===== config.mk =====
export PLATFORM = sky130hd
export DESIGN_NAME = fg_speed_disc
export DESIGN_NICKNAME = d
export VERILOG_FILES = /design/src/rtl/fgsd_pkg.sv /design/src/rtl/fgsd_period_meas.sv /design/src/rtl/fgsd_speed_disc.sv /design/src/rtl/fgsd_phase_cmp.sv /design/src/rtl/fgsd_lock_guard.sv /design/src/rtl/fg_speed_disc.sv
export SDC_FILE = /design/constraint.sdc
export NUM_CORES = 1
export LEC_CHECK = 0
export BUFFER_PORTS_ARGS = -buffer_cell sky130_fd_sc_hd__buf_4
export CORE_MARGIN = 4
export CORE_UTILIZATION = 60
export DETAILED_ROUTE_END_ITERATION = 6
export PLACE_DENSITY = 0.78
export SYNTH_ARGS = -nofsm -noshare
export SYNTH_HDL_FRONTEND = slang
export SYNTH_HIERARCHICAL = 1
export SYNTH_SLANG_ARGS = --single-unit

===== constraint.sdc =====
create_clock -name clk_i -period 9.35 [get_ports clk_i]
set_input_delay 0.935 -clock clk_i [delete_from_list [all_inputs] [get_ports clk_i]]
set_output_delay 0.935 -clock clk_i [all_outputs]
set_load 0.02 [all_outputs]

===== src/rtl/fgsd_pkg.sv =====
package fgsd_pkg;
  typedef enum logic [1:0] {
    PH_IDLE     = 2'd0,
    PH_REF_LEAD = 2'd1,
    PH_FG_LEAD  = 2'd2
  } ph_state_e;
endpackage


===== src/rtl/fgsd_period_meas.sv =====
module fgsd_period_meas #(
  parameter int CNT_W = 16
) (
  input  logic             clk_i,
  input  logic             rst_ni,
  input  logic             active_i,
  input  logic             fg_i,
  output logic             cap_o,
  output logic [CNT_W-1:0] cap_cnt_o,
  output logic [CNT_W-1:0] live_cnt_o,
  output logic             fgh_rise_o,
  output logic             have_meas_o
);
  localparam logic [CNT_W-1:0] CNT_MAX = {CNT_W{1'b1}};
  localparam logic [CNT_W-1:0] CNT_ONE = CNT_W'(1);

  logic fg_q, armed_q, sel_q, fg_half_q, have_q;
  logic rise;
  logic [CNT_W-1:0] cnt_w [2];

  assign rise = fg_i & ~fg_q & active_i;

  for (genvar g = 0; g < 2; g++) begin : g_cnt
    localparam logic IDX = 1'(g);
    logic [CNT_W-1:0] c_q;
    always_ff @(posedge clk_i or negedge rst_ni) begin
      if (!rst_ni)                       c_q <= '0;
      else if (!active_i)                c_q <= '0;
      else if (rise) begin
        if (sel_q != IDX)                c_q <= CNT_ONE;
      end
      else if (sel_q == IDX && c_q != CNT_MAX) c_q <= c_q + CNT_ONE;
    end
    assign cnt_w[g] = c_q;
  end

  always_ff @(posedge clk_i or negedge rst_ni) begin
    if (!rst_ni) begin
      fg_q <= 1'b0; armed_q <= 1'b0; sel_q <= 1'b0;
      fg_half_q <= 1'b0; have_q <= 1'b0;
    end else begin
      fg_q <= fg_i;
      if (!active_i) begin
        armed_q <= 1'b0; sel_q <= 1'b0; fg_half_q <= 1'b0; have_q <= 1'b0;
      end else if (rise) begin
        armed_q   <= 1'b1;
        sel_q     <= ~sel_q;
        fg_half_q <= ~fg_half_q;
        if (armed_q) have_q <= 1'b1;
      end
    end
  end

  assign live_cnt_o  = cnt_w[sel_q];
  assign cap_cnt_o   = live_cnt_o;
  assign cap_o       = rise & armed_q;
  assign fgh_rise_o  = rise & ~fg_half_q;
  assign have_meas_o = have_q;

  AST_RESTART_ONE: assert property (@(posedge clk_i) disable iff (!rst_ni)
    rise |=> live_cnt_o == CNT_ONE);
  AST_FIRST_ARMS: assert property (@(posedge clk_i) disable iff (!rst_ni)
    cap_o |-> $past(active_i));
endmodule


===== src/rtl/fgsd_speed_disc.sv =====
module fgsd_speed_disc #(
  parameter int CNT_W      = 16,
  parameter int TARGET_CNT = 1024,
  parameter int PW_W       = 8
) (
  input  logic             clk_i,
  input  logic             rst_ni,
  input  logic             active_i,
  input  logic             cap_i,
  input  logic [CNT_W-1:0] cap_cnt_i,
  input  logic [CNT_W-1:0] live_cnt_i,
  output logic             spd_chg_o,
  output logic             spd_dis_o,
  output logic             ready_o
);
  localparam int WIN = TARGET_CNT * 61 / 1024;
  localparam logic [CNT_W-1:0] TGT    = CNT_W'(TARGET_CNT);
  localparam logic [CNT_W-1:0] WIN_HI = CNT_W'(TARGET_CNT + WIN);
  localparam logic [CNT_W-1:0] WIN_LO = CNT_W'(TARGET_CNT - WIN);
  localparam logic [CNT_W-1:0] PW_CAP = CNT_W'((1 << PW_W) - 1);

  logic            slow;
  logic [CNT_W-1:0] mag;
  logic [PW_W-1:0] pw_next, pw_q;
  logic            dir_q, rdy_q, in_win;

  always_comb begin
    slow    = cap_cnt_i > TGT;
    mag     = slow ? cap_cnt_i - TGT : TGT - cap_cnt_i;
    pw_next = (mag > PW_CAP) ? {PW_W{1'b1}} : mag[PW_W-1:0];
    in_win  = (cap_cnt_i >= WIN_LO) && (cap_cnt_i <= WIN_HI);
  end

  always_ff @(posedge clk_i or negedge rst_ni) begin
    if (!rst_ni) begin
      pw_q <= '0; dir_q <= 1'b0; rdy_q <= 1'b0;
    end else if (!active_i) begin
      pw_q <= '0; dir_q <= 1'b0; rdy_q <= 1'b0;
    end else if (cap_i) begin
      pw_q  <= pw_next;
      dir_q <= slow;
      rdy_q <= in_win;
    end else begin
      if (pw_q != '0) pw_q <= pw_q - PW_W'(1);
      if (live_cnt_i > WIN_HI) rdy_q <= 1'b0;  // stalled FG: too slow already
    end
  end

  assign spd_chg_o = (pw_q != '0) & dir_q;
  assign spd_dis_o = (pw_q != '0) & ~dir_q;
  assign ready_o   = rdy_q;

  AST_READY_OUT: assert property (@(posedge clk_i) disable iff (!rst_ni)
    cap_i && active_i && cap_cnt_i > WIN_HI |=> !ready_o);
  AST_PW_DECAY: assert property (@(posedge clk_i) disable iff (!rst_ni)
    active_i && !cap_i && pw_q != '0 |=> pw_q + PW_W'(1) == $past(pw_q));
endmodule


===== src/rtl/fgsd_phase_cmp.sv =====
module fgsd_phase_cmp
  import fgsd_pkg::*;
(
  input  logic clk_i,
  input  logic rst_ni,
  input  logic in_win_i,
  input  logic fgh_rise_i,
  input  logic ref_i,
  output logic ph_chg_o,
  output logic ph_dis_o
);
  ph_state_e st_q;
  logic ref_q, ref_rise;

  assign ref_rise = ref_i & ~ref_q;

  always_ff @(posedge clk_i or negedge rst_ni) begin
    if (!rst_ni) begin
      st_q <= PH_IDLE; ref_q <= 1'b0;
    end else begin
      ref_q <= ref_i;
      if (!in_win_i) st_q <= PH_IDLE;
      else begin
        unique case (st_q)
          PH_IDLE: begin
            if (ref_rise && !fgh_rise_i)      st_q <= PH_REF_LEAD;
            else if (fgh_rise_i && !ref_rise) st_q <= PH_FG_LEAD;
          end
          PH_REF_LEAD: if (fgh_rise_i) st_q <= PH_IDLE;
          PH_FG_LEAD:  if (ref_rise)   st_q <= PH_IDLE;
          default:     st_q <= PH_IDLE;
        endcase
      end
    end
  end

  assign ph_chg_o = st_q == PH_REF_LEAD;
  assign ph_dis_o = st_q == PH_FG_LEAD;

  AST_PH_ZERO: assert property (@(posedge clk_i) disable iff (!rst_ni)
    !in_win_i |=> st_q == PH_IDLE);
  AST_PH_END: assert property (@(posedge clk_i) disable iff (!rst_ni)
    in_win_i && ph_chg_o && fgh_rise_i |=> !ph_chg_o);
endmodule


===== src/rtl/fgsd_lock_guard.sv =====
module fgsd_lock_guard #(
  parameter int LOCK_W = 5
) (
  input  logic clk_i,
  input  logic rst_ni,
  input  logic active_i,
  input  logic ready_i,
  input  logic tick_i,
  output logic fault_o
);
  localparam logic [LOCK_W-1:0] LAST = {LOCK_W{1'b1}};

  logic [LOCK_W-1:0] cnt_q;
  logic              fault_q;

  always_ff @(posedge clk_i or negedge rst_ni) begin
    if (!rst_ni) begin
      cnt_q <= '0; fault_q <= 1'b0;
    end else if (!active_i) begin
      cnt_q <= '0; fault_q <= 1'b0;
    end else if (ready_i) begin
      cnt_q <= '0;
    end else if (tick_i && !fault_q) begin
      if (cnt_q == LAST) fault_q <= 1'b1;
      else               cnt_q   <= cnt_q + LOCK_W'(1);
    end
  end

  assign fault_o = fault_q;

  AST_FAULT_STICKY: assert property (@(posedge clk_i) disable iff (!rst_ni)
    active_i && fault_q |=> fault_q);
  AST_FAULT_CLEAR: assert property (@(posedge clk_i) disable iff (!rst_ni)
    !active_i |=> !fault_q);
  AST_FAULT_ON_TICK: assert property (@(posedge clk_i) disable iff (!rst_ni)
    $rose(fault_q) |-> $past(tick_i) && !$past(ready_i));
endmodule


===== src/rtl/fg_speed_disc.sv =====
module fg_speed_disc #(
  parameter int CNT_W      = 16,
  parameter int TARGET_CNT = 1024,
  parameter int PW_W       = 8,
  parameter int LOCK_W     = 5
) (
  input  logic clk_i,
  input  logic rst_ni,
  input  logic fg_i,
  input  logic ref_i,
  input  logic run_i,
  input  logic brake_i,
  input  logic lock_tick_i,
  output logic chg_o,
  output logic dis_o,
  output logic ready_o,
  output logic lock_fault_o
);
  logic             active;
  logic             cap, fgh_rise, have_meas;
  logic [CNT_W-1:0] cap_cnt, live_cnt;
  logic             spd_chg, spd_dis, spd_rdy;
  logic             ph_chg, ph_dis, fault;

  assign active = run_i & ~brake_i;

  fgsd_period_meas #(.CNT_W(CNT_W)) u_meas (
    .clk_i, .rst_ni, .active_i(active), .fg_i,
    .cap_o(cap), .cap_cnt_o(cap_cnt), .live_cnt_o(live_cnt),
    .fgh_rise_o(fgh_rise), .have_meas_o(have_meas)
  );

  fgsd_speed_disc #(.CNT_W(CNT_W), .TARGET_CNT(TARGET_CNT), .PW_W(PW_W)) u_spd (
    .clk_i, .rst_ni, .active_i(active), .cap_i(cap),
    .cap_cnt_i(cap_cnt), .live_cnt_i(live_cnt),
    .spd_chg_o(spd_chg), .spd_dis_o(spd_dis), .ready_o(spd_rdy)
  );

  fgsd_phase_cmp u_ph (
    .clk_i, .rst_ni, .in_win_i(ready_o), .fgh_rise_i(fgh_rise), .ref_i,
    .ph_chg_o(ph_chg), .ph_dis_o(ph_dis)
  );

  fgsd_lock_guard #(.LOCK_W(LOCK_W)) u_lock (
    .clk_i, .rst_ni, .active_i(active), .ready_i(ready_o),
    .tick_i(lock_tick_i), .fault_o(fault)
  );

  assign ready_o      = spd_rdy & ~fault & active;
  assign lock_fault_o = fault;

  always_comb begin
    chg_o = 1'b0;
    dis_o = 1'b0;
    if (!active)         dis_o = 1'b1;
    else if (fault)      ;
    else if (!have_meas) chg_o = 1'b1;
    else begin
      chg_o = spd_chg | (ph_chg & ~spd_dis);
      dis_o = spd_dis | (ph_dis & ~spd_chg);
    end
  end

  AST_PULSE_EXCL: assert property (@(posedge clk_i) disable iff (!rst_ni)
    !(chg_o && dis_o));
  AST_STOP_DIS: assert property (@(posedge clk_i) disable iff (!rst_ni)
    !run_i || brake_i |-> dis_o && !ready_o);
  AST_FAULT_QUIET: assert property (@(posedge clk_i) disable iff (!rst_ni)
    lock_fault_o && run_i && !brake_i |-> !chg_o && !dis_o && !ready_o);
  AST_START_CHG: assert property (@(posedge clk_i) disable iff (!rst_ni)
    active && !$past(active) |-> chg_o);
endmodule


==> results of run 1 <==
[worst max-delay path: stages (launching register included)]
cell and delay (ns):
dfrtp_1 0.99, o21ai_0 0.52, inv_1 0.19, ha_1 0.31, or3b_1 0.39, or4_1 0.47
a31oi_1 0.18, a211oi_1 0.09, nor4b_4 0.49, a31oi_1 0.14
[worst paths after layout]
path                                    to  slack [ns]  cells after the start
max                          u_spd/pw_q[0]        5.41                      9
max reg2reg                  u_spd/pw_q[0]        5.41                      9
min in group asynchronous  u_lock/cnt_q[3]        0.66                      1
min                         u_meas/armed_q        0.49                      1
max in group asynchronous    u_spd/ready_o        8.22                      1
min reg2reg                 u_meas/armed_q        0.49                      1
[power by group through the flow]
| stage | logic [mW] | registers [mW] | clock network, mW |
|---|---|---|---|
| floorplan | 0.0933 | 0.264 | 0 |
| finish | 0.118 | 0.263 | 0.144 |
| CTS | 0.118 | 0.263 | 0.147 |
| global placement | 0.114 | 0.267 | 0 |
| global route | 0.135 | 0.265 | 0.157 |
| detailed placement | 0.117 | 0.268 | 0 |
[stage by stage]
| step | area (um2) | setup slack, ns | hold slack (ns) | instances | power, mW |
|---|---|---|---|---|---|
| 2_1_floorplan | 4100 | 5.75 | 0.456 | 469 | 0.357 |
| 3_3_place_gp | 4080 | 5.64 | 0.467 | 524 | 0.380 |
| 3_5_place_dp | 4080 | 5.51 | 0.475 | 524 | 0.385 |
| 4_1_cts | 4180 | 5.48 | 0.496 | 532 | 0.528 |
| 5_1_grt | 4180 | 5.05 | 0.536 | 532 | 0.557 |
| 6_report | 4180 | 5.41 | 0.494 | 532 | 0.525 |
[layer usage]
| layer | track usage [%] | vias up | wire length (um) |
|---|---|---|---|
| met1 | 31.7 | 1646 | 4190 |
| met4 | 4.34 | 0 | 112 |
| met3 | 3.25 | 11 | 474 |
| met2 | 37.6 | 107 | 4220 |
| li1 | - | 1675 | - |
| met5 | 0 | - | 0 |
[registers in the layout, indices dropped and copies added (netlist names)]
name	count
u_spd/dir_q	1
u_ph/ref_q	1
u_meas/g_cnt.c_q	32
u_meas/fg_q	1
u_meas/sel_q	1
u_spd/pw_q	8
u_lock/fault_o	1
u_meas/armed_q	1
u_ph/st_q	2
u_lock/cnt_q	5
u_spd/ready_o	1
u_meas/fg_half_q	1
u_meas/have_meas_o	1
[cell type report]
class / instances / area (um2) / area share (%)
clock buffers: 6 / 82.6 / 1.98
well taps: 77 / 96.3 / 2.31
clock inverters: 2 / 17.5 / 0.419
inverters: 16 / 60.1 / 1.44
flip-flops and latches: 56 / 1400 / 33.5
repair buffers: 12 / 90.1 / 2.16
multi-input cells: 363 / 2430 / 58.2
[cells in the final DEF (no fill, tap or decap), types with 10 or more instances in the layout]
master,n
dfrtp_1,56
nand2_1,55
nor2_1,36
o21ai_0,26
nand3_1,25
a21oi_1,21
xnor2_1,17
inv_1,16
a31oi_1,16
buf_4,12
ha_1,12
mux2_2,12
nor2b_1,10
xor2_1,10
==> flow_metrics.py, run 1 <==
metrics = {
    "sta": {
        "min_period_over_period_pct": 42.1,
        "finalSetupTns_ns": 0,
        "max_freq_ghz": 0.254,
        "rsz0062_at_grt": "no",
        "drv_slew": 0,
        "fin_skew_ns": 0.0134,
        "worst_pin_slew_ns": 1.14,
        "final_hold_viol_count": 0,
        "timing.final.crit_period_ns": 3.94,
        "max_slew_margin_pct": 23.8,
        "setup_viol": 0,
    },
    "place": {
        "hpwl_mm": 6.53,
        "gp_congestion": 0.976,
        "portBuffers": 10,
    },
    "setup_path": {
        "crit_required_ns": 9.51,
        "cp-startpoint": "u_meas/sel_q",
        "critPathArrivalTime_ns": 4.10,
        "worstSetupPathType": "flop to flop",
        "rr_startpoint": "u_meas/sel_q",
        "cp_max_fo": 31,
        "startpoint_type": "flop",
        "cp-end-kind": "flop",
    },
    "drt": {
        "routed_wl_mm": 9.00,
        "viasPerCell": 6.46,
        "vias": 3439,
        "ant_nets": 0,
        "wl_per_cell_um": 16.9,
        "drt_first_pass_iters": 5,
        "drt_iter0_drc": 265,
        "drc": 0,
    },
    "clocking": {
        "root_buffer": "clkbuf_8",
        "cts_tree": "built",
        "post_cts_buffers": 0,
        "ctsLongestPathBuffers": 2,
        "htreeDepth": 2,
        "postCtsHoldBufs": 0,
        "cts_resized": 0,
        "cts_buffers": 5,
        "clkSlewWorstSetupHoldPaths_ns": 0.11,
        "clock-sinks": 56,
        "clk_latency_ns": 0.31,
    },
    "pwr": {
        "intPower_uw": 362,
        "powerDensity_nw_per_um2": 126,
        "combPwrFrac_pct": 22.5,
        "p_switching_uw": 163,
        "peakVddDrop_uv": 68.5,
        "power_frac_seq_pct": 50.1,
        "p_clk_share_pct": 27.4,
        "p_leak_nw": 1.80,
        "sw_frac_of_total_pct": 31.0,
    },
    "floorplan": {
        "fp.dieW_um": 90.7,
        "floorplan.rows": 29,
        "pin_count": 11,
        "initial_core_util_pct": 63.1,
        "die-area_um2": 8220,
        "die_y_um": 90.7,
        "fp.coreArea_um2": 6490,
    },
    "yosys": {
        "syn_inst": 469,
        "syn_area_um2": 4100,
        "yosysWarnings": 6,
        "synth_fp_nets": 488,
        "syn_avg_cell_area_um2": 8.75,
    },
    "min_path": {
        "hold_class": "flop to flop",
        "hold_path.startpoint": "u_meas/armed_q",
    },
    "global_routing": {
        "grt_pass1_vias": 3327,
        "grt_usage_pct": 22.7,
        "grt_pass1_wl_mm": 15.8,
        "overflow": 0,
        "antenna_found_initial": 0,
        "grt_max_degree": 57,
    },
    "finish": {
        "fillers": 550,
        "nets": 473,
        "drive_gt1_share_pct": 11.4,
        "final_core_util_pct": 64.3,
        "antenna_cells": 0,
        "areaGrowthSynthToFinish_pct": 1.89,
    },
    "outcome": {
        "outcome": "finished, final reports clean",
    },
    "job": {
        "max_cap_viol_count": 0,
    },
}
(Power assumes the default switching activity.)
==> inputs of run 2 (changes only) <==
==> constraint.sdc (replaced) <==
create_clock -name clk_i -period 3.9 [get_ports clk_i]
set_input_delay 0.39 -clock clk_i [delete_from_list [all_inputs] [get_ports clk_i]]
set_output_delay 0.39 -clock clk_i [all_outputs]
set_load 0.02 [all_outputs]
==> run 2 against run 1 <==
The flow now finishes with violations (DRC). Via count up 2.5%. Count of clock-buffer cells in the layout down 1. First-iteration DRC count down 0.75%. Clock power up 120%. Critical endpoint unchanged. Largest power group unchanged.
==> flow_metrics.py, run 2 (synthesis results as in run 1) <==
metrics = {
    "sta": {
        "final_hold_viol_count": 0,
        "min_period_over_period_pct": 90.8,
        "rsz0062_at_grt": "no",
        "max_slew_margin_pct": 52.8,
        "timing.final.crit_period_ns": 3.54,
        "setup_viol": 0,
        "max_freq_ghz": 0.282,
        "fin_skew_ns": 0.00933,
        "finalSetupTns_ns": 0,
        "drv_slew": 0,
        "worst_pin_slew_ns": 0.707,
    },
    "finish": {
        "fin_cells": 539,
        "antenna_cells": 0,
        "areaGrowthSynthToFinish_pct": 3.02,
        "top_regs": "u_meas/g_cnt.c_q x32, u_spd/pw_q x8, u_lock/cnt_q x5",
        "layout_common_cells": "56 x dfrtp_1, 55 x nand2_1, 36 x nor2_1",
        "top_register": "u_meas/g_cnt.c_q",
        "nets": 480,
        "largest_register_ffs": 32,
        "final_common_cell": "dfrtp_1",
        "drive_gt1_share_pct": 13.0,
    },
    "drt": {
        "routed_wl_mm": 9.43,
        "drc": 2,
        "viasPerCell": 6.54,
        "vias": 3525,
        "drt_first_pass_iters": 7,
        "ant_nets": 0,
        "drt_iter0_drc": 263,
        "wl_per_cell_um": 17.5,
    },
    "global_routing": {
        "grt_max_degree": 57,
        "grt_usage_pct": 23.4,
        "antenna_found_initial": 0,
        "overflow": 0,
        "grt_pass1_vias": 3410,
        "grt_pass1_wl_mm": 16.1,
    },
    "clocking": {
        "cts_buffers": 5,
        "root_buffer": "clkbuf_8",
        "clock-sinks": 56,
        "clk_latency_ns": 0.30,
        "postCtsHoldBufs": 0,
        "clkSlewWorstSetupHoldPaths_ns": 0.10,
        "cts_tree": "built",
        "htreeDepth": 2,
        "ctsLongestPathBuffers": 2,
    },
    "floorplan": {
        "initial_core_util_pct": 63.1,
        "fp.dieW_um": 90.7,
        "fp.coreArea_um2": 6490,
        "floorplan.rows": 29,
        "die-area_um2": 8220,
        "pin_count": 11,
        "die_y_um": 90.7,
    },
    "setup_path": {
        "crit_slowest_cell": "dfrtp_1",
        "worstSetupPathType": "flop to flop",
        "cp-end-kind": "flop",
        "cp_max_fo": 17,
        "startpoint_type": "flop",
        "rr_startpoint": "u_meas/sel_q",
        "crit_required_ns": 4.07,
        "cp-startpoint": "u_meas/sel_q",
        "crit_chain": "buf_4 -> mux2_2 -> or4_1 -> or4_1 -> a31oi_1 -> a211oi_1 -> nor4b_4 -> a31oi_1",
        "slowest_delay_ns": 0.68,
        "r2r_setup_slack_ns": 0.36,
        "reg2reg_depth": 8,
        "endpoint": "u_spd/pw_q[0]",
        "critPathArrivalTime_ns": 3.71,
        "worstReg2RegEnd": "u_spd/pw_q[0]",
    },
    "place": {
        "gp_congestion": 0.927,
        "portBuffers": 10,
        "dp_cells": 531,
        "hpwl_mm": 6.91,
    },
    "job": {
        "max_cap_viol_count": 0,
    },
    "pwr": {
        "peakVddDrop_uv": 168,
        "powerDensity_nw_per_um2": 294,
        "p_leak_nw": 1.83,
    },
    "outcome": {
        "outcome": "complete, but fails checks",
        "violations": "DRC",
    },
    "min_path": {
        "hold_class": "input pin to asynchronous set/reset pin",
    },
}
run 2: changes by cell type in the layout (fill, tap and decap cells not counted):
| cell | previous run | this run |
|---|---|---|
| buf_4 | 12 | 19 |
| a21oi_1 | 21 | 20 |
| a21oi_2 | 0 | 1 |
| clkbuf_8 | 6 | 5 |
| clkinv_2 | 0 | 1 |
| clkinvlp_4 | 0 | 1 |
| inv_6 | 2 | 1 |
run 2: worst min-delay path by stage:
| stage | from | endpoint | depth (start not counted) |
|---|---|---|---|
| 2_1_floorplan | rst_ni | u_lock/cnt_q[0] | 0 |
| 3_3_place_gp | u_meas/armed_q | u_meas/armed_q | 1 |
| 3_5_place_dp | rst_ni | u_lock/cnt_q[3] | 1 |
| 4_1_cts | rst_ni | u_lock/cnt_q[3] | 1 |
| 5_1_grt | rst_ni | u_lock/cnt_q[3] | 1 |
| 6_report | rst_ni | u_lock/cnt_q[4] | 1 |
run 2: metrics by stage:
step / setup slack (ns) / util [%] / total power, mW / hold slack, ns / cell area (um2)
floorplan: 0.298 / - / 0.857 / 0.0944 / 4100
global placement: 0.491 / 63.6 / 0.919 / 0.468 / 4130
detailed placement: 0.427 / 63.6 / 0.930 / 0.486 / 4130
CTS: 0.396 / 65.0 / 1.26 / 0.143 / 4220
global route: 0.116 / 65.1 / 1.32 / 0.168 / 4230
finish: 0.358 / 65.1 / 1.24 / 0.119 / 4230
run 2: timing repair:
action,CTS,global route
setup endpoints to repair,0,2
resized for setup,0,1
buffers inserted,0,0
run 2: cell type report:
| type | instances | area [um2] |
|---|---|---|
| fill | 531 | 2270 |
| clock inverter | 3 | 21.3 |
| sequential | 56 | 1400 |
| tap | 77 | 96.3 |
| multi-input combinational | 363 | 2430 |
| inverter | 16 | 60.1 |
| timing repair buffer | 19 | 143 |
| clock buffer | 5 | 68.8 |
run 2: power by group:
group	switching [mW]	total (mW)	internal, mW
clock	0.192	0.320	0.128
combinational	0.174	0.293	0.118
sequential	0.0246	0.629	0.604
total	0.391	1.24	0.850
run 2: routing by layer:
metal	vias up	track usage [%]	share of wire, %
li1	1691	-	-
met1	1679	31.4	45
met2	135	39.0	48
met3	20	2.67	5.2
met4	0	8.16	2.5
met5	-	0	0
run 2: critical path, delay by kind of cell, from the launching register on:
family	cells	cell delay, ns
AOI/OAI and AO/OA	3	0.43
and+or+nand+nor	3	1.67
muxes	1	0.38
buffers and inverters	1	0.24
DFF	1	0.68
==> inputs of run 3 (changes only) <==
--- a/config.mk
+++ b/config.mk
@@ -6,10 +6,13 @@
 export NUM_CORES = 1
 export LEC_CHECK = 0
 export BUFFER_PORTS_ARGS = -buffer_cell sky130_fd_sc_hd__buf_4
+export CELL_PAD_IN_SITES_DETAIL_PLACEMENT = 1
+export CELL_PAD_IN_SITES_GLOBAL_PLACEMENT = 2
 export CORE_MARGIN = 4
-export CORE_UTILIZATION = 60
+export CORE_UTILIZATION = 40
 export DETAILED_ROUTE_END_ITERATION = 6
-export PLACE_DENSITY = 0.78
+export GPL_TIMING_DRIVEN = 0
+export PLACE_DENSITY = 0.82
 export SYNTH_ARGS = -nofsm -noshare
 export SYNTH_HDL_FRONTEND = slang
 export SYNTH_HIERARCHICAL = 1
==> run 3 against run 2 <==
The run now ends clean. Clock skew shrank 0.0026 ns. Combinational power grew 3%. Critical path depth grew 4. Core utilization shrank 20 points. Total power grew 2.5%. Hold slack gained 0.011 ns. Cell area grew 5.4%. Cell count grew 15%. Clock power grew 6%. Via count grew 1.4%. Fmax shrank 4.0%. Sequential power is essentially flat. Largest cell class unchanged.
==> flow_metrics.py, run 3 (synthesis results as in run 1) <==
metrics = {
    "floorplan": {
        "floorplan.rows": 36,
        "pin_count": 11,
        "initial_core_util_pct": 41.6,
        "fp.dieW_um": 109,
        "die-area_um2": 11900,
        "die_y_um": 109,
        "fp.coreArea_um2": 9860,
    },
    "global_routing": {
        "antenna_found_initial": 0,
        "grt_most_used_layer": "met2",
        "grtUsageMet2_pct": 36.2,
        "grt_usage_pct": 20.3,
        "grt_max_degree": 57,
        "overflow": 0,
        "grt_pass1_wl_mm": 19.4,
        "grt.met3_usage_pct": 2.72,
        "grtUsageMet1_pct": 26.0,
        "grt_pass1_vias": 3804,
    },
    "setup_path": {
        "cp_max_fo": 13,
        "cp-end-kind": "flop",
        "reg2reg_depth": 12,
        "cp-startpoint": "u_meas/sel_q",
        "slowest_delay_ns": 0.53,
        "worstReg2RegEnd": "u_spd/pw_q[5]",
        "path_common_cell": "a31oi_1",
        "rr_startpoint": "u_meas/sel_q",
        "crit_chain": "clkbuf_2 -> mux2_2 -> inv_1 -> ha_1 -> clkbuf_1 -> or3b_1 -> or4_1 -> a31oi_1 -> a211oi_1 -> nor4b_4 -> buf_4 -> a31oi_1",
        "r2r_setup_slack_ns": 0.21,
        "crit_slowest_cell": "dfrtp_2",
        "crit_required_ns": 4.08,
        "startpoint_type": "flop",
        "critPathArrivalTime_ns": 3.87,
        "worstSetupPathType": "flop to flop",
        "endpoint": "u_spd/pw_q[5]",
    },
    "sta": {
        "final_hold_viol_count": 0,
        "max_slew_margin_pct": 48.8,
        "setup_viol": 0,
        "timing.final.crit_period_ns": 3.69,
        "max_freq_ghz": 0.271,
        "timing.hold.ws_ns": 0.130,
        "min_period_over_period_pct": 94.6,
        "drv_slew": 0,
        "fin_skew_ns": 0.00670,
        "finalSetupTns_ns": 0,
        "rsz0062_at_grt": "no",
        "worst_pin_slew_ns": 0.760,
    },
    "clocking": {
        "clock-sinks": 56,
        "cts_buffers": 5,
        "ctsLongestPathBuffers": 2,
        "postCtsHoldBufs": 0,
        "clkSlewWorstSetupHoldPaths_ns": 0.11,
        "root_buffer": "clkbuf_8",
        "clk_latency_ns": 0.31,
        "htreeDepth": 2,
        "cts_tree": "built",
    },
    "drt": {
        "vias": 3574,
        "drc": 0,
        "viasPerCell": 5.76,
        "drt_first_pass_iters": 4,
        "routed_wl_mm": 11.4,
        "drt_iter0_drc": 142,
        "wl_per_cell_um": 18.3,
        "ant_nets": 0,
    },
    "finish": {
        "antenna_cells": 0,
        "final_core_util_pct": 45.1,
        "layout_common_cells": "55 x nand2_1, 55 x dfrtp_1, 36 x nor2_1",
        "areaGrowthSynthToFinish_pct": 8.54,
        "top_register": "u_meas/g_cnt.c_q",
        "nets": 505,
        "top_regs": "u_meas/g_cnt.c_q x32, u_spd/pw_q x8, u_lock/cnt_q x5",
        "drive_gt1_share_pct": 16.2,
        "largest_register_ffs": 32,
    },
    "min_path": {
        "hold_class": "input pin to asynchronous set/reset pin",
    },
    "pwr": {
        "power_mw": 1.27,
        "p_leak_nw": 1.93,
        "powerDensity_nw_per_um2": 286,
        "peakVddDrop_uv": 142,
    },
    "place": {
        "gp_congestion": 0.829,
        "hpwl_mm": 8.61,
        "portBuffers": 10,
    },
    "outcome": {
        "outcome": "finished, final reports clean",
    },
    "job": {
        "max_cap_viol_count": 0,
    },
}
## run 3: cell types whose count changed in the layout (fill, tap and decap cells not counted)
cell        change
buf_4           +8
clkbuf_1        +8
buf_2           +4
clkbuf_2        +3
buf_6           +2
o21ai_0         -2
o21ai_1         +2
clkinv_4        +1
clkinvlp_4      -1
dfrtp_1         -1
dfrtp_2         +1
nor4_1          -1
nor4_2          +1
## run 3: area by class of cell
| type | instances | area [um2] |
|---|---|---|
| buffer | 33 | 208 |
| clock buffer | 5 | 68.8 |
| clock inverter | 3 | 22.5 |
| fill | 1177 | 5410 |
| inverter | 16 | 60.1 |
| multi-input combinational | 363 | 2440 |
| sequential | 56 | 1400 |
| tap | 133 | 166 |
| timing repair buffer | 11 | 82.6 |
## run 3: critical path: cells and delay by family, from the launching register on
family | cells | cell delay [ns]
multiplexers | 1 | 0.45
AND/OR/NAND/NOR | 3 | 1.11
buffers and inverters | 4 | 0.96
AO/OA/AOI/OAI | 3 | 0.36
flip-flops | 1 | 0.53
adder cells (fa/ha/maj) | 1 | 0.16
## run 3: how the worst min path moves through the flow
stage                              start               to  cells past startpoint
after floorplan                   rst_ni  u_lock/cnt_q[0]                      0
after global placement    u_meas/armed_q   u_meas/armed_q                      1
after detailed placement  u_meas/armed_q   u_meas/armed_q                      1
after CTS                         rst_ni  u_lock/cnt_q[4]                      1
after global routing               ref_i       u_ph/ref_q                      1
final                             rst_ni  u_lock/cnt_q[4]                      1
## run 3: repair_timing
action / 4_1_cts / 5_1_grt
pin swaps: 0 / 1
resized for setup: 5 / 2
hold endpoints to repair: 0 / 0
setup buffers: 0 / 1
setup endpoints to repair: 8 / 8
## run 3: per-layer routing
metal / up-vias / wire (um)
li1: 1741 / -
met1: 1781 / 5260
met2: 43 / 5710
met3: 9 / 278
met4: 0 / 122
met5: - / 0
## run 3: power by group
| part | internal, mW | switching (mW) | total, mW |
|---|---|---|---|
| Clock | 0.130 | 0.210 | 0.339 |
| Combinational | 0.118 | 0.185 | 0.303 |
| Sequential | 0.604 | 0.0256 | 0.630 |
| Total | 0.852 | 0.420 | 1.27 |
## run 3: stage by stage
step,cell area [um2],worst slack [ns],instances
finish,4450,0.210,620
global route,4450,0.0645,620
CTS,4440,0.0665,619
detailed placement,4340,-0.436,612
global placement,4340,-0.387,612
floorplan,4100,0.298,469
